`src/rtl/spi_reg_pkg.sv`:
```
package spi_reg_pkg;
  localparam int AW = 10;
  localparam logic [AW-1:0] A_CMD  = 10'h000;
  localparam logic [AW-1:0] A_CMD2 = 10'h004;
  localparam logic [AW-1:0] A_XSTS = 10'h010;
  localparam logic [AW-1:0] A_FSTS = 10'h014;
  localparam logic [AW-1:0] A_BLK  = 10'h024;
  localparam logic [AW-1:0] A_TXP  = 10'h108;
  localparam logic [AW-1:0] A_RXP  = 10'h188;

  localparam int B_GO = 31, B_MODE = 28, B_SEL = 26, B_SWCS = 21, B_SWLV = 20;
  localparam int B_LSB = 16, B_BSWP = 15, B_RXEN = 12, B_TXEN = 11;
  localparam int B_RDY = 30, B_RXFL = 15, B_TXFL = 14;

  localparam logic [31:0] CMD_MASK  = 32'hFC31_981F;
  localparam logic [31:0] CMD2_MASK = 32'h0000_7CFF;

  function automatic logic [31:0] swap_bytes(input logic [31:0] w);
    return {w[7:0], w[15:8], w[23:16], w[31:24]};
  endfunction
endpackage

```
`src/rtl/spi_word_fifo.sv`:
```
module spi_word_fifo #(
  parameter int W     = 32,
  parameter int DEPTH = 4
) (
  input  logic         clk_i,
  input  logic         rst_ni,
  input  logic         flush_i,
  input  logic         push_i,
  input  logic [W-1:0] wdata_i,
  input  logic         pop_i,
  output logic [W-1:0] rdata_o,
  output logic         full_o,
  output logic         empty_o
);
  localparam int PW = (DEPTH > 1) ? $clog2(DEPTH) : 1;
  localparam int CW = $clog2(DEPTH + 1);

  logic [W-1:0]  mem_q [DEPTH];
  logic [PW-1:0] wp_q, rp_q;
  logic [CW-1:0] cnt_q;
  logic          push_ok, pop_ok;

  assign full_o  = (cnt_q == CW'(DEPTH));
  assign empty_o = (cnt_q == '0);
  assign push_ok = push_i && !full_o;
  assign pop_ok  = pop_i && !empty_o;
  assign rdata_o = mem_q[rp_q];

  function automatic logic [PW-1:0] nxt(input logic [PW-1:0] p);
    return (p == PW'(DEPTH - 1)) ? '0 : p + 1'b1;
  endfunction

  always_ff @(posedge clk_i or negedge rst_ni) begin
    if (!rst_ni) begin
      wp_q <= '0; rp_q <= '0; cnt_q <= '0;
    end else if (flush_i) begin
      wp_q <= '0; rp_q <= '0; cnt_q <= '0;
    end else begin
      if (push_ok) wp_q <= nxt(wp_q);
      if (pop_ok)  rp_q <= nxt(rp_q);
      cnt_q <= cnt_q + CW'(push_ok) - CW'(pop_ok);
    end
  end

  always_ff @(posedge clk_i) begin
    if (push_ok && !flush_i) mem_q[wp_q] <= wdata_i;
  end


  fifo_bound_chk: assert property (@(posedge clk_i) disable iff (!rst_ni)
    cnt_q <= CW'(DEPTH));

  no_overflow_chk: assert property (@(posedge clk_i) disable iff (!rst_ni)
    push_i |-> !full_o);
endmodule

```
`src/rtl/spi_shift_engine.sv`:
```
module spi_shift_engine #(
  parameter int CLK_DIV = 2,
  parameter int LW      = 5
) (
  input  logic              clk_i,
  input  logic              rst_ni,
  input  logic              start_i,
  input  logic [(1<<LW)-1:0] tx_i,
  input  logic [LW-1:0]     len_i,
  input  logic              cpol_i,
  input  logic              cpha_i,
  input  logic              lsb_i,
  input  logic              miso_i,
  output logic              busy_o,
  output logic              done_o,
  output logic [(1<<LW)-1:0] rx_o,
  output logic              sck_o,
  output logic              mosi_o
);
  localparam int NB  = 1 << LW;
  localparam int DCW = (CLK_DIV > 1) ? $clog2(CLK_DIV) : 1;
  localparam int EW  = LW + 1;

  logic           busy_q, done_q, sck_q, cpol_q, cpha_q, lsb_q;
  logic [DCW-1:0] div_q;
  logic [EW-1:0]  edge_q;
  logic [LW-1:0]  len_q;
  logic [NB-1:0]  txsh_q, rxsh_q;
  logic           tick, lead, last, samp, shft;
  logic [LW-1:0]  pad;

  assign tick = busy_q && (div_q == DCW'(CLK_DIV - 1));
  assign lead = ~edge_q[0];
  assign last = (edge_q == {len_q, 1'b1});
  assign samp = cpha_q ? ~lead : lead;
  assign shft = cpha_q ? (lead && edge_q != '0) : ~lead;
  assign pad  = LW'(NB - 1) - len_q;

  always_ff @(posedge clk_i or negedge rst_ni) begin
    if (!rst_ni) begin
      busy_q <= 1'b0; done_q <= 1'b0; sck_q <= 1'b0;
      cpol_q <= 1'b0; cpha_q <= 1'b0; lsb_q <= 1'b0;
      div_q <= '0; edge_q <= '0; len_q <= '0;
      txsh_q <= '0; rxsh_q <= '0;
    end else begin
      done_q <= 1'b0;
      if (start_i && !busy_q) begin
        busy_q <= 1'b1;
        div_q  <= '0;
        edge_q <= '0;
        len_q  <= len_i;
        cpol_q <= cpol_i;
        cpha_q <= cpha_i;
        lsb_q  <= lsb_i;
        sck_q  <= cpol_i;
        txsh_q <= lsb_i ? tx_i : (tx_i << (LW'(NB - 1) - len_i));
        rxsh_q <= '0;
      end else if (busy_q) begin
        if (tick) begin
          div_q  <= '0;
          sck_q  <= ~sck_q;
          edge_q <= edge_q + 1'b1;
          if (samp) rxsh_q <= lsb_q ? {miso_i, rxsh_q[NB-1:1]} : {rxsh_q[NB-2:0], miso_i};
          if (shft) txsh_q <= lsb_q ? (txsh_q >> 1) : (txsh_q << 1);
          if (last) begin
            busy_q <= 1'b0;
            done_q <= 1'b1;
          end
        end else begin
          div_q <= div_q + 1'b1;
        end
      end else begin
        sck_q  <= cpol_i;
        cpol_q <= cpol_i;
      end
    end
  end

  assign busy_o = busy_q;
  assign done_o = done_q;
  assign sck_o  = sck_q;
  assign mosi_o = lsb_q ? txsh_q[0] : txsh_q[NB-1];
  assign rx_o   = lsb_q ? (rxsh_q >> pad) : (rxsh_q & ({NB{1'b1}} >> pad));


  sck_hold_chk: assert property (@(posedge clk_i) disable iff (!rst_ni)
    busy_q && !tick |=> $stable(sck_q));

  sck_rest_chk: assert property (@(posedge clk_i) disable iff (!rst_ni)
    done_q |-> !busy_q && $past(busy_q) && (sck_q == cpol_q));
endmodule

```
`src/rtl/spi_reg_master.sv`:
```
module spi_reg_master
  import spi_reg_pkg::*;
#(
  parameter int CLK_DIV    = 2,
  parameter int FIFO_DEPTH = 4,
  parameter int NCS        = 4
) (
  input  logic          clk_i,
  input  logic          rst_ni,
  input  logic          req_i,
  input  logic          we_i,
  input  logic [AW-1:0] addr_i,
  input  logic [31:0]   wdata_i,
  output logic [31:0]   rdata_o,
  output logic          sck_o,
  output logic          mosi_o,
  input  logic          miso_i,
  output logic [NCS-1:0] cs_no
);
  localparam int LW = 5;
  localparam int NB = 1 << LW;

  logic [31:0] cmd_q, cmd2_q, blk_q;
  logic        rdy_q;
  logic [3:0]  err_q;   // {tx_ovf, tx_unr, rx_ovf, rx_unr}
  logic [1:0]  flush_q; // {rx, tx}

  logic wr, rd, wr_cmd, wr_tx, rd_rx, start;
  logic tx_en, rx_en, bswp;
  logic tx_full, tx_empty, rx_full, rx_empty;
  logic [NB-1:0] tx_head, rx_head, eng_tx, eng_rx;
  logic eng_busy, eng_done, tx_pop, rx_push;
  logic [3:0] err_set, err_clr;

  assign wr     = req_i && we_i;
  assign rd     = req_i && !we_i;
  assign wr_cmd = wr && addr_i == A_CMD;
  assign wr_tx  = wr && addr_i == A_TXP;
  assign rd_rx  = rd && addr_i == A_RXP;
  assign tx_en  = cmd_q[B_TXEN];
  assign rx_en  = cmd_q[B_RXEN];
  assign bswp   = cmd_q[B_BSWP];
  assign start  = cmd_q[B_GO] && !eng_busy;
  assign tx_pop = start && tx_en && !tx_empty;
  assign rx_push = eng_done && rx_en && !rx_full;
  assign eng_tx = (tx_en && !tx_empty) ? (bswp ? swap_bytes(tx_head) : tx_head) : '0;

  assign err_set = {wr_tx && tx_full, start && tx_en && tx_empty,
                    eng_done && rx_en && rx_full, rd_rx && rx_empty};
  assign err_clr = (wr && addr_i == A_FSTS) ? wdata_i[7:4] : 4'b0;

  spi_word_fifo #(.W(NB), .DEPTH(FIFO_DEPTH)) u_txq (
    .clk_i, .rst_ni, .flush_i(flush_q[0]), .push_i(wr_tx && !tx_full),
    .wdata_i, .pop_i(tx_pop), .rdata_o(tx_head), .full_o(tx_full), .empty_o(tx_empty));

  spi_word_fifo #(.W(NB), .DEPTH(FIFO_DEPTH)) u_rxq (
    .clk_i, .rst_ni, .flush_i(flush_q[1]), .push_i(rx_push),
    .wdata_i(bswp ? swap_bytes(eng_rx) : eng_rx), .pop_i(rd_rx),
    .rdata_o(rx_head), .full_o(rx_full), .empty_o(rx_empty));

  spi_shift_engine #(.CLK_DIV(CLK_DIV), .LW(LW)) u_eng (
    .clk_i, .rst_ni, .start_i(start), .tx_i(eng_tx), .len_i(cmd_q[LW-1:0]),
    .cpol_i(cmd_q[B_MODE+1]), .cpha_i(cmd_q[B_MODE]), .lsb_i(cmd_q[B_LSB]),
    .miso_i, .busy_o(eng_busy), .done_o(eng_done), .rx_o(eng_rx),
    .sck_o, .mosi_o);

  always_ff @(posedge clk_i or negedge rst_ni) begin
    if (!rst_ni) begin
      cmd_q <= '0; cmd2_q <= '0; blk_q <= '0;
      rdy_q <= 1'b0; err_q <= '0; flush_q <= '0;
    end else begin
      if (wr_cmd)     cmd_q <= wdata_i & CMD_MASK;
      else if (start) cmd_q[B_GO] <= 1'b0;
      if (wr && addr_i == A_CMD2) cmd2_q <= wdata_i & CMD2_MASK;
      if (wr && addr_i == A_BLK)  blk_q  <= wdata_i;
      if (eng_done) rdy_q <= 1'b1;
      else if (wr && addr_i == A_XSTS && wdata_i[B_RDY]) rdy_q <= 1'b0;
      err_q   <= (err_q & ~err_clr) | err_set;
      flush_q <= (wr && addr_i == A_FSTS) ? {wdata_i[B_RXFL], wdata_i[B_TXFL]} : 2'b00;
    end
  end

  always_comb begin
    rdata_o = '0;
    if (rd) begin
      unique case (addr_i)
        A_CMD:  rdata_o = cmd_q;
        A_CMD2: rdata_o = cmd2_q;
        A_XSTS: rdata_o[B_RDY] = rdy_q;
        A_FSTS: rdata_o = {16'b0, flush_q, 5'b0, |err_q, err_q,
                           tx_full, tx_empty, rx_full, rx_empty};
        A_BLK:  rdata_o = blk_q;
        A_RXP:  rdata_o = rx_empty ? '0 : rx_head;
        default: rdata_o = '0;
      endcase
    end
  end

  for (genvar i = 0; i < NCS; i++) begin : g_cs
    assign cs_no[i] = (cmd_q[B_SEL+1:B_SEL] == 2'(i))
                    ? (cmd_q[B_SWCS] ? cmd_q[B_SWLV] : !eng_busy) : 1'b1;
  end


  go_clear_chk: assert property (@(posedge clk_i) disable iff (!rst_ni)
    start && !wr_cmd |=> !cmd_q[B_GO]);

  start_busy_chk: assert property (@(posedge clk_i) disable iff (!rst_ni)
    start |=> eng_busy);

  ready_set_chk: assert property (@(posedge clk_i) disable iff (!rst_ni)
    eng_done |=> rdy_q);

  tx_unr_chk: assert property (@(posedge clk_i) disable iff (!rst_ni)
    start && tx_en && tx_empty |=> err_q[2]);

  cs_single_chk: assert property (@(posedge clk_i) disable iff (!rst_ni)
    $countones(~cs_no) <= 1);
endmodule

```
`config.mk`:
```
export PLATFORM = sky130hd
export DESIGN_NAME = spi_reg_master
export DESIGN_NICKNAME = d
export VERILOG_FILES = /design/src/rtl/spi_reg_pkg.sv /design/src/rtl/spi_word_fifo.sv /design/src/rtl/spi_shift_engine.sv /design/src/rtl/spi_reg_master.sv
export SDC_FILE = /design/constraint.sdc
export NUM_CORES = 1
export LEC_CHECK = 0
export BUFFER_PORTS_ARGS = -buffer_cell sky130_fd_sc_hd__buf_2
export CORE_UTILIZATION = 35
export CTS_BUF_LIST = sky130_fd_sc_hd__clkbuf_4
export CTS_CLUSTER_DIAMETER = 60
export DETAILED_ROUTE_END_ITERATION = 6
export PLACE_DENSITY = 0.47
export REMOVE_ABC_BUFFERS = 1
export SLEW_MARGIN = 20
export SYNTH_ARGS = -nofsm -noshare
export SYNTH_HDL_FRONTEND = slang
export SYNTH_HIERARCHICAL = 1
export SYNTH_SLANG_ARGS = --single-unit
```
`constraint.sdc`:
```
create_clock -name clk_i -period 6.7 [get_ports clk_i]
set_input_delay 0.67 -clock clk_i [delete_from_list [all_inputs] [get_ports clk_i]]
set_output_delay 0.67 -clock clk_i [all_outputs]
set_load 0.01 [all_outputs]
```
Word level (Yosys, flattened, before mapping)

Memory sizes are Yosys's and may differ from the RTL's.
Index checks and enable logic that the tools add are counted.

Shift-type cells: 3
Multiplexer cells: 69
$add $sub $neg: 12
Reduce and logical (&&, ||, !) cells: 57
Bitwise gates (word level): 6
Equality and inequality tests: 17

Operators by type and width:

| operator                | number |
|---|---|
| $mux W32                | 17 |
| $pmux W30 S5            | 1 |
| $and A32 B32 Y32        | 1 |
| $shl A32 B5 Y32         | 1 |
| $shr A32 B5 Y32         | 1 |
| $shr A32 B5 Y32 const A | 1 |
| $logic_and A1 B1 Y1     | 30 |
| $mux W1                 | 30 |
| $mux W2                 | 13 |
| $eq A10 B5 Y1 const B   | 2 |
| $eq A10 B9 Y1 const B   | 2 |
| $reduce_bool A2 Y1      | 10 |
| $mux W6                 | 3 |
| $eq A2 B2 Y1 const B    | 6 |
| $eq A10 B3 Y1 const B   | 1 |
| $eq A10 B6 Y1 const B   | 1 |
| $logic_not A10 Y1       | 1 |
| $sub A5 B5 Y5 const A   | 2 |
| $add A2 B1 Y2 const B   | 4 |
| $logic_not A1 Y1        | 8 |
| $add A3 B1 Y3           | 2 |
| $add A6 B1 Y6 const B   | 1 |
| $eq A3 B3 Y1 const B    | 2 |
| $eq A6 B6 Y1            | 1 |
| 18 further kinds        | 23 |

Memories kept: 2
Register bits after elaboration: 164
Memory bits (writable): 256
Word-level logic and storage cells: 189

Memories:

| memory      | depth | bits a word | rd ports | clocked after memory_dff | write ports | RTL line            | RTL |
|---|---|---|---|---|---|---|---|
| u_rxq.mem_q | 4     | 32          | 1        | 0                        | 1           | spi_word_fifo.sv:18 | `logic [W-1:0] mem_q [DEPTH];` |
| u_txq.mem_q | 4     | 32          | 1        | 0                        | 1           | spi_word_fifo.sv:18 |  |

Depth between registers and ports, before layout

Word-level depth: 7
Gate-level depth with buffers: 15
Mapped depth without buffers: 14

By module

The synthesis kept the hierarchy.

Modules (own cells, without submodules):

| module           | area each (um2) | instances | cells an instance |
|---|---|---|---|
| spi_word_fifo    | 5126.2          | 2         | 216 |
| spi_shift_engine | 8346.8          | 1         | 895 |
| spi_reg_master   | 4735.8          | 1         | 448 |

Worst setup path before layout

OpenSTA, ideal clock, no wires.

Kind: input port to flip-flop
Start: in addr_i[5]
End: mem u_txq.mem_q[0][0], enable pin
Path buffers: 1
Required time: 6.308 ns
Arrival time: 2.849 ns
Cell stages on the path: 8
Path slack: 3.459 ns
Setup time: 0.392 ns
Cell sequence: buf_2 nor4_4 and3_1 nand2_1 nor2_1 inv_1 nor3_1 and2_1

Longest elaborated chain between the ends: 7

RTL lines:

| item                          | RTL line             | RTL |
|---|---|---|
| from (decl)                   | spi_reg_master.sv:12 | `input logic [AW-1:0] addr_i,` |
| $eq A10 B9 Y1                 | spi_reg_master.sv:38 | `assign wr_tx = wr && addr_i == A_TXP;` |
| $logic_and A1 B1 Y1           | spi_reg_master.sv:38 |  |
| $logic_and A1 B1 Y1           | spi_reg_master.sv:53 | `.clk_i, .rst_ni, .flush_i(flush_q[0]), .push_i(wr_tx && !tx_full),` |
| $logic_and A1 B1 Y1           | spi_word_fifo.sv:25  | `assign push_ok = push_i && !full_o;` |
| $logic_and A1 B1 Y1           | spi_word_fifo.sv:46  | `if (push_ok && !flush_i) mem_q[wp_q] <= wdata_i;` |
| $mux W1                       | spi_word_fifo.sv:46  |  |
| $mux W1 (implied by the code) | spi_word_fifo.sv:46  |  |
| to (decl)                     | spi_word_fifo.sv:18  |  |

Every way passes these cells.

Worst setup path after layout

Start: in addr_i[9]
End: out rdata_o[20]

Longest elaborated chain between the ends: 3

RTL lines:

| item                                        | RTL line             | RTL |
|---|---|---|
| $eq A10 B9 Y1, or another cell as far along | spi_reg_master.sv:86 | `unique case (addr_i)` |
| $pmux W30 S5 (*)                            | spi_reg_master.sv:86 |  |
| $mux W32 (*)                                | spi_reg_master.sv:85 | `if (rd) begin` |
| to (decl)                                   | spi_reg_master.sv:14 | `output logic [31:0] rdata_o,` |

Every way passes the cells marked *; elsewhere a longest branch is shown, timed or not.

==> summary.md <==
| Metric | Value |
|---|---|
| Outcome | complete, no violations |
| First-pass GRT wire length | 106 mm |
| Drt via density | approximately 5.7 |
| Worst Path Arrival | 3.38 ns |
| Worst min-delay path class | in -> reg |
| Setup TNS | 0 ns |
| Synth-to-Final Area Change | 10.6% |
| Slew Limit Fails | 0 |
| CTS Buffer Depth | 3 |
| Setup-failing EPs final | 0 |
| Yosys top cell area share | 0.329 |
| Startpoint types | input port |
| Skew final | just under 0.08 ns |
| Synth area leaders | edfxtp_1 (33%), dfrtp_1 (18%), mux4_2 (11%) |
| Share of cells above drive strength 1 | 0.288 |
| Initial drt markers | ~1400 |
| Slew headroom | 0.349 |
| Max-cap violations | 0 |
| Largest net degree at the start of global routing | 88 |
| Yosys warnings | 6 |
| Max Clk Rate | around 250 MHz |
| Synth Register Bits | 420 |
| Area post-placement | approximately 0.024 sq mm |
| Filler Cell Count | between 6000 and 7000 |
| Die Y | around 260 um |
| Largest family of logic cells by synthesized area | multiplexers |
| DRC viols | 0 |
| Proportion of synthesized area in mux cells | 0.259 |
| Mean area per synthesized cell | 13.1 sq um |
| Switching Fraction | 0.241 |
| Post-synth EDFFs | about 260 |
| Count of cell types in the netlist | 84 |
| Die Wd | about 260 um |
| RePlAce Congestion | 0.880 |
| Vias in the first global route | ~16000 |
| Final hold slack | 0.0942 ns |
| Clk slew on worst S/H paths | 0.07 ns |
| Switch Pwr | between 1 and 1.5 mW |
| PortBufs | between 80 and 90 |
| CTS sink cnt | 420 |
| Ys flop type | edfxtp_1 |
| Leakage | 8.95 nW |
| First-pass DRT Iterations | 6 |
| Final nets | roughly 1900 |
| Crit path kind | in -> out |
| Synth Cell Area | roughly 0.023 sq mm |
| Total track usage | 0.210 |
| Critical-path cell list | buf_2, or4_1, nor4b_1, o31ai_4, buf_4, a31oi_1, buf_2 |
| Synth area leader | edfxtp_1 |
| Congestion Overflow GR | 0 |
| Critical path's largest stage delay | between 0.7 and 0.8 ns |
| Seq/Total Area, Yosys | 0.505 |
| Proportion of power drawn by flip-flops and latches | 0.535 |
| H-tree Lvls | 3 |
| Routed length per placed instance | approximately 25 um |
| Clock power frac | 0.428 |
| Antenna-violating nets left | 0 |
| CTS buffer count | 110 |
| Post-CTS setup buffer count | 0 |
| Worst path most repeated cell | buf_2 |
| Vias | 16100 |
| Logic pwr share | 0.037 |
| Hpwl dp | between 40 and 50 mm |
| Final instance area | 0.0258 sq mm |
| Adder-Cell Fraction of Synth Area | 0.0103 |
| Die ar. | just under 0.07 sq mm |
| Crit path max fanout | 19 |
| Row cnt | 94 |
| CTS root buffer | clkbuf_4 |
| Ports | between 80 and 90 |
| Worst path bufs/invs | 3 |
| Compound-gate portion of the synthesized area | 0.0922 |
| Slowest CP cell | or4_1 |
| Syn Inst Count | around 1800 |
| Power, Total | 5.24 mW |
| Measured slew at the worst slew-check pin | a little under 1 ns |
| Detailed Route WL | 71.0 mm |
| CP endpoint kind | output pin |
| Initial Util | 0.354 |
| CP delay by family, top | simple AND/OR/NAND/NOR gates |
| Antenna violations before repair | 7 |
| Req. time, crit path | between 6 and 7 ns |
| Power Internal | between 3 and 4 mW |
| CTS tree | done |
| Pwr per Cell Area | 203 mW/mm^2 |
| Post-synth ARST share | 0.390 |
| Maximum VDD drop | between 0.1 and 0.15 mV |
| Tcrit/Tclk final | 0.605 |
| Post-Synth Simple-Gate Area | 0.0875 |
| Unrepaired setup endpoints after global routing | no |
| Tmin final | 4.05 ns |
| Core Region | approximately 0.066 sq mm |
| Final Hold Vio Count | 0 |
| Latest clock arrival within the worst-skew pair | between 0.8 and 0.9 ns |
| Synth Area in XOR/XNOR | 0.00488 |
[Yosys cell counts, types with 16 or more instances]
library cell and n:
edfxtp_1 256, mux2i_1 170, dfrtp_1 164, nor2_1 158
nand2_1 111, mux4_2 110, mux2_2 86, a21oi_1 60
clkbuf_1 57, o21ai_0 48, a211oi_1 39, buf_2 39
mux2_4 32, nand3_1 32, inv_1 27, o22ai_1 25
a31oi_1 18, nor2b_1 18, a22oi_1 17, buf_6 17
and2_1 16, ha_1 16
[through the flow]
| stage | std cells | utilization | setup WS, ns |
|---|---|---|---|
| 6_report | 2828 | 0.392 | 2.65 |
| 5_1_grt | 2827 | 0.392 | 2.51 |
| 4_1_cts | 2823 | 0.392 | 2.64 |
| 3_5_place_dp | 2615 | 0.370 | 2.68 |
| 3_3_place_gp | 2615 | 0.370 | 2.69 |
| 2_1_floorplan | 1630 | - | 2.31 |
[layout make-up]
type / count / area [sq um] / area share
inverters: 28 / 105 / 0.00407
flip-flops and latches: 420 / 11800 / 0.457
multi-input cells: 1182 / 10700 / 0.413
diodes: 5 / 12.5 / 0.000485
well taps: 864 / 1080 / 0.0419
clock inverters: 37 / 163 / 0.00630
repair buffers: 125 / 744 / 0.0288
clock buffers: 167 / 1250 / 0.0486
[layer usage]
layer / global-route usage / vias to the layer above / part of all wire
li1: - / 7163 / -
met1: 0.302 / 8239 / 0.45
met2: 0.324 / 537 / 0.47
met3: 0.0392 / 117 / 0.060
met4: 0.0570 / 0 / 0.021
met5: 0 / - / 0
[worst paths after layout]
check                              startpoint           endpoint  slack [ns]  cells after the start
max in group asynchronous              rst_ni        u_eng/div_q        4.97                      3
worst max-delay path                addr_i[9]        rdata_o[20]        2.65                      7
min in group asynchronous              rst_ni   u_eng/txsh_q[25]        0.39                      2
worst min-delay path               wdata_i[1]  u_txq/mem_q[1][1]        0.09                      1
worst max register to register  u_txq/rp_q[0]   u_eng/txsh_q[18]        3.07                      9
worst min register to register      cmd2_q[4]          cmd2_q[4]        0.51                      1
[state kept, by name, summed over array words and instances, names as in the netlist, 2 cells and up]
register	count
u_txq/wp_q	2
cmd2_q	13
blk_q	32
u_rxq/cnt_q	3
cmd_q	17
u_rxq/mem_q	128
u_rxq/rp_q	2
u_eng/len_q	5
u_txq/rp_q	2
u_txq/mem_q	128
err_q	4
u_eng/rxsh_q	32
flush_q	2
u_txq/cnt_q	3
u_eng/txsh_q	32
u_eng/edge_q	6
u_rxq/wp_q	2
[power groups by stage]
stage	registers, mW	clock network (mW)	logic [mW]
detailed placement	2.86	0	0.194
CTS	2.80	2.33	0.198
finish	2.80	2.24	0.196
global placement	2.86	0	0.193
floorplan	2.84	0	0.0931
global route	2.81	2.46	0.214
[repair_timing]
item                                    in CTS  in global routing
hold endpoints to repair                    91                  0
hold buffers                                 4                  0
endpoints found under the setup margin       0                  0
gates resized for setup                      0                  0
[kinds of logic after synthesis]
logic type,count (synthesis)
AOI/OAI and AO/OA,310
xor gates and xnor gates,13
adders and majority gates,18
buffers and inverters,173
DFF,420
muxes,414
and+or+nand+nor,427
[layout by cell type, fill, tap and decap left out, drive strengths merged, types with 16 or more instances in the layout]
| master | Yosys | final |
|---|---|---|
| nand2 | 113 | 113 |
| a22oi | 18 | 18 |
| nor3 | 16 | 16 |
| and2 | 16 | 16 |
| ha | 16 | 16 |
| buf | 86 | 121 |
| nand3 | 33 | 33 |
| o22ai | 25 | 25 |
| edfxtp | 256 | 256 |
| mux2i | 171 | 171 |
| a31oi | 18 | 18 |
| nor2b | 18 | 18 |
| inv | 27 | 30 |
| o21ai | 52 | 52 |
| clkbuf | 59 | 167 |
| nor2 | 159 | 159 |
| clkinv | 1 | 34 |
| dfrtp | 164 | 164 |
| a21oi | 62 | 62 |
| a211oi | 39 | 39 |
| mux2 | 118 | 118 |
| mux4 | 125 | 125 |
Power figures use the tool's default switching activity.
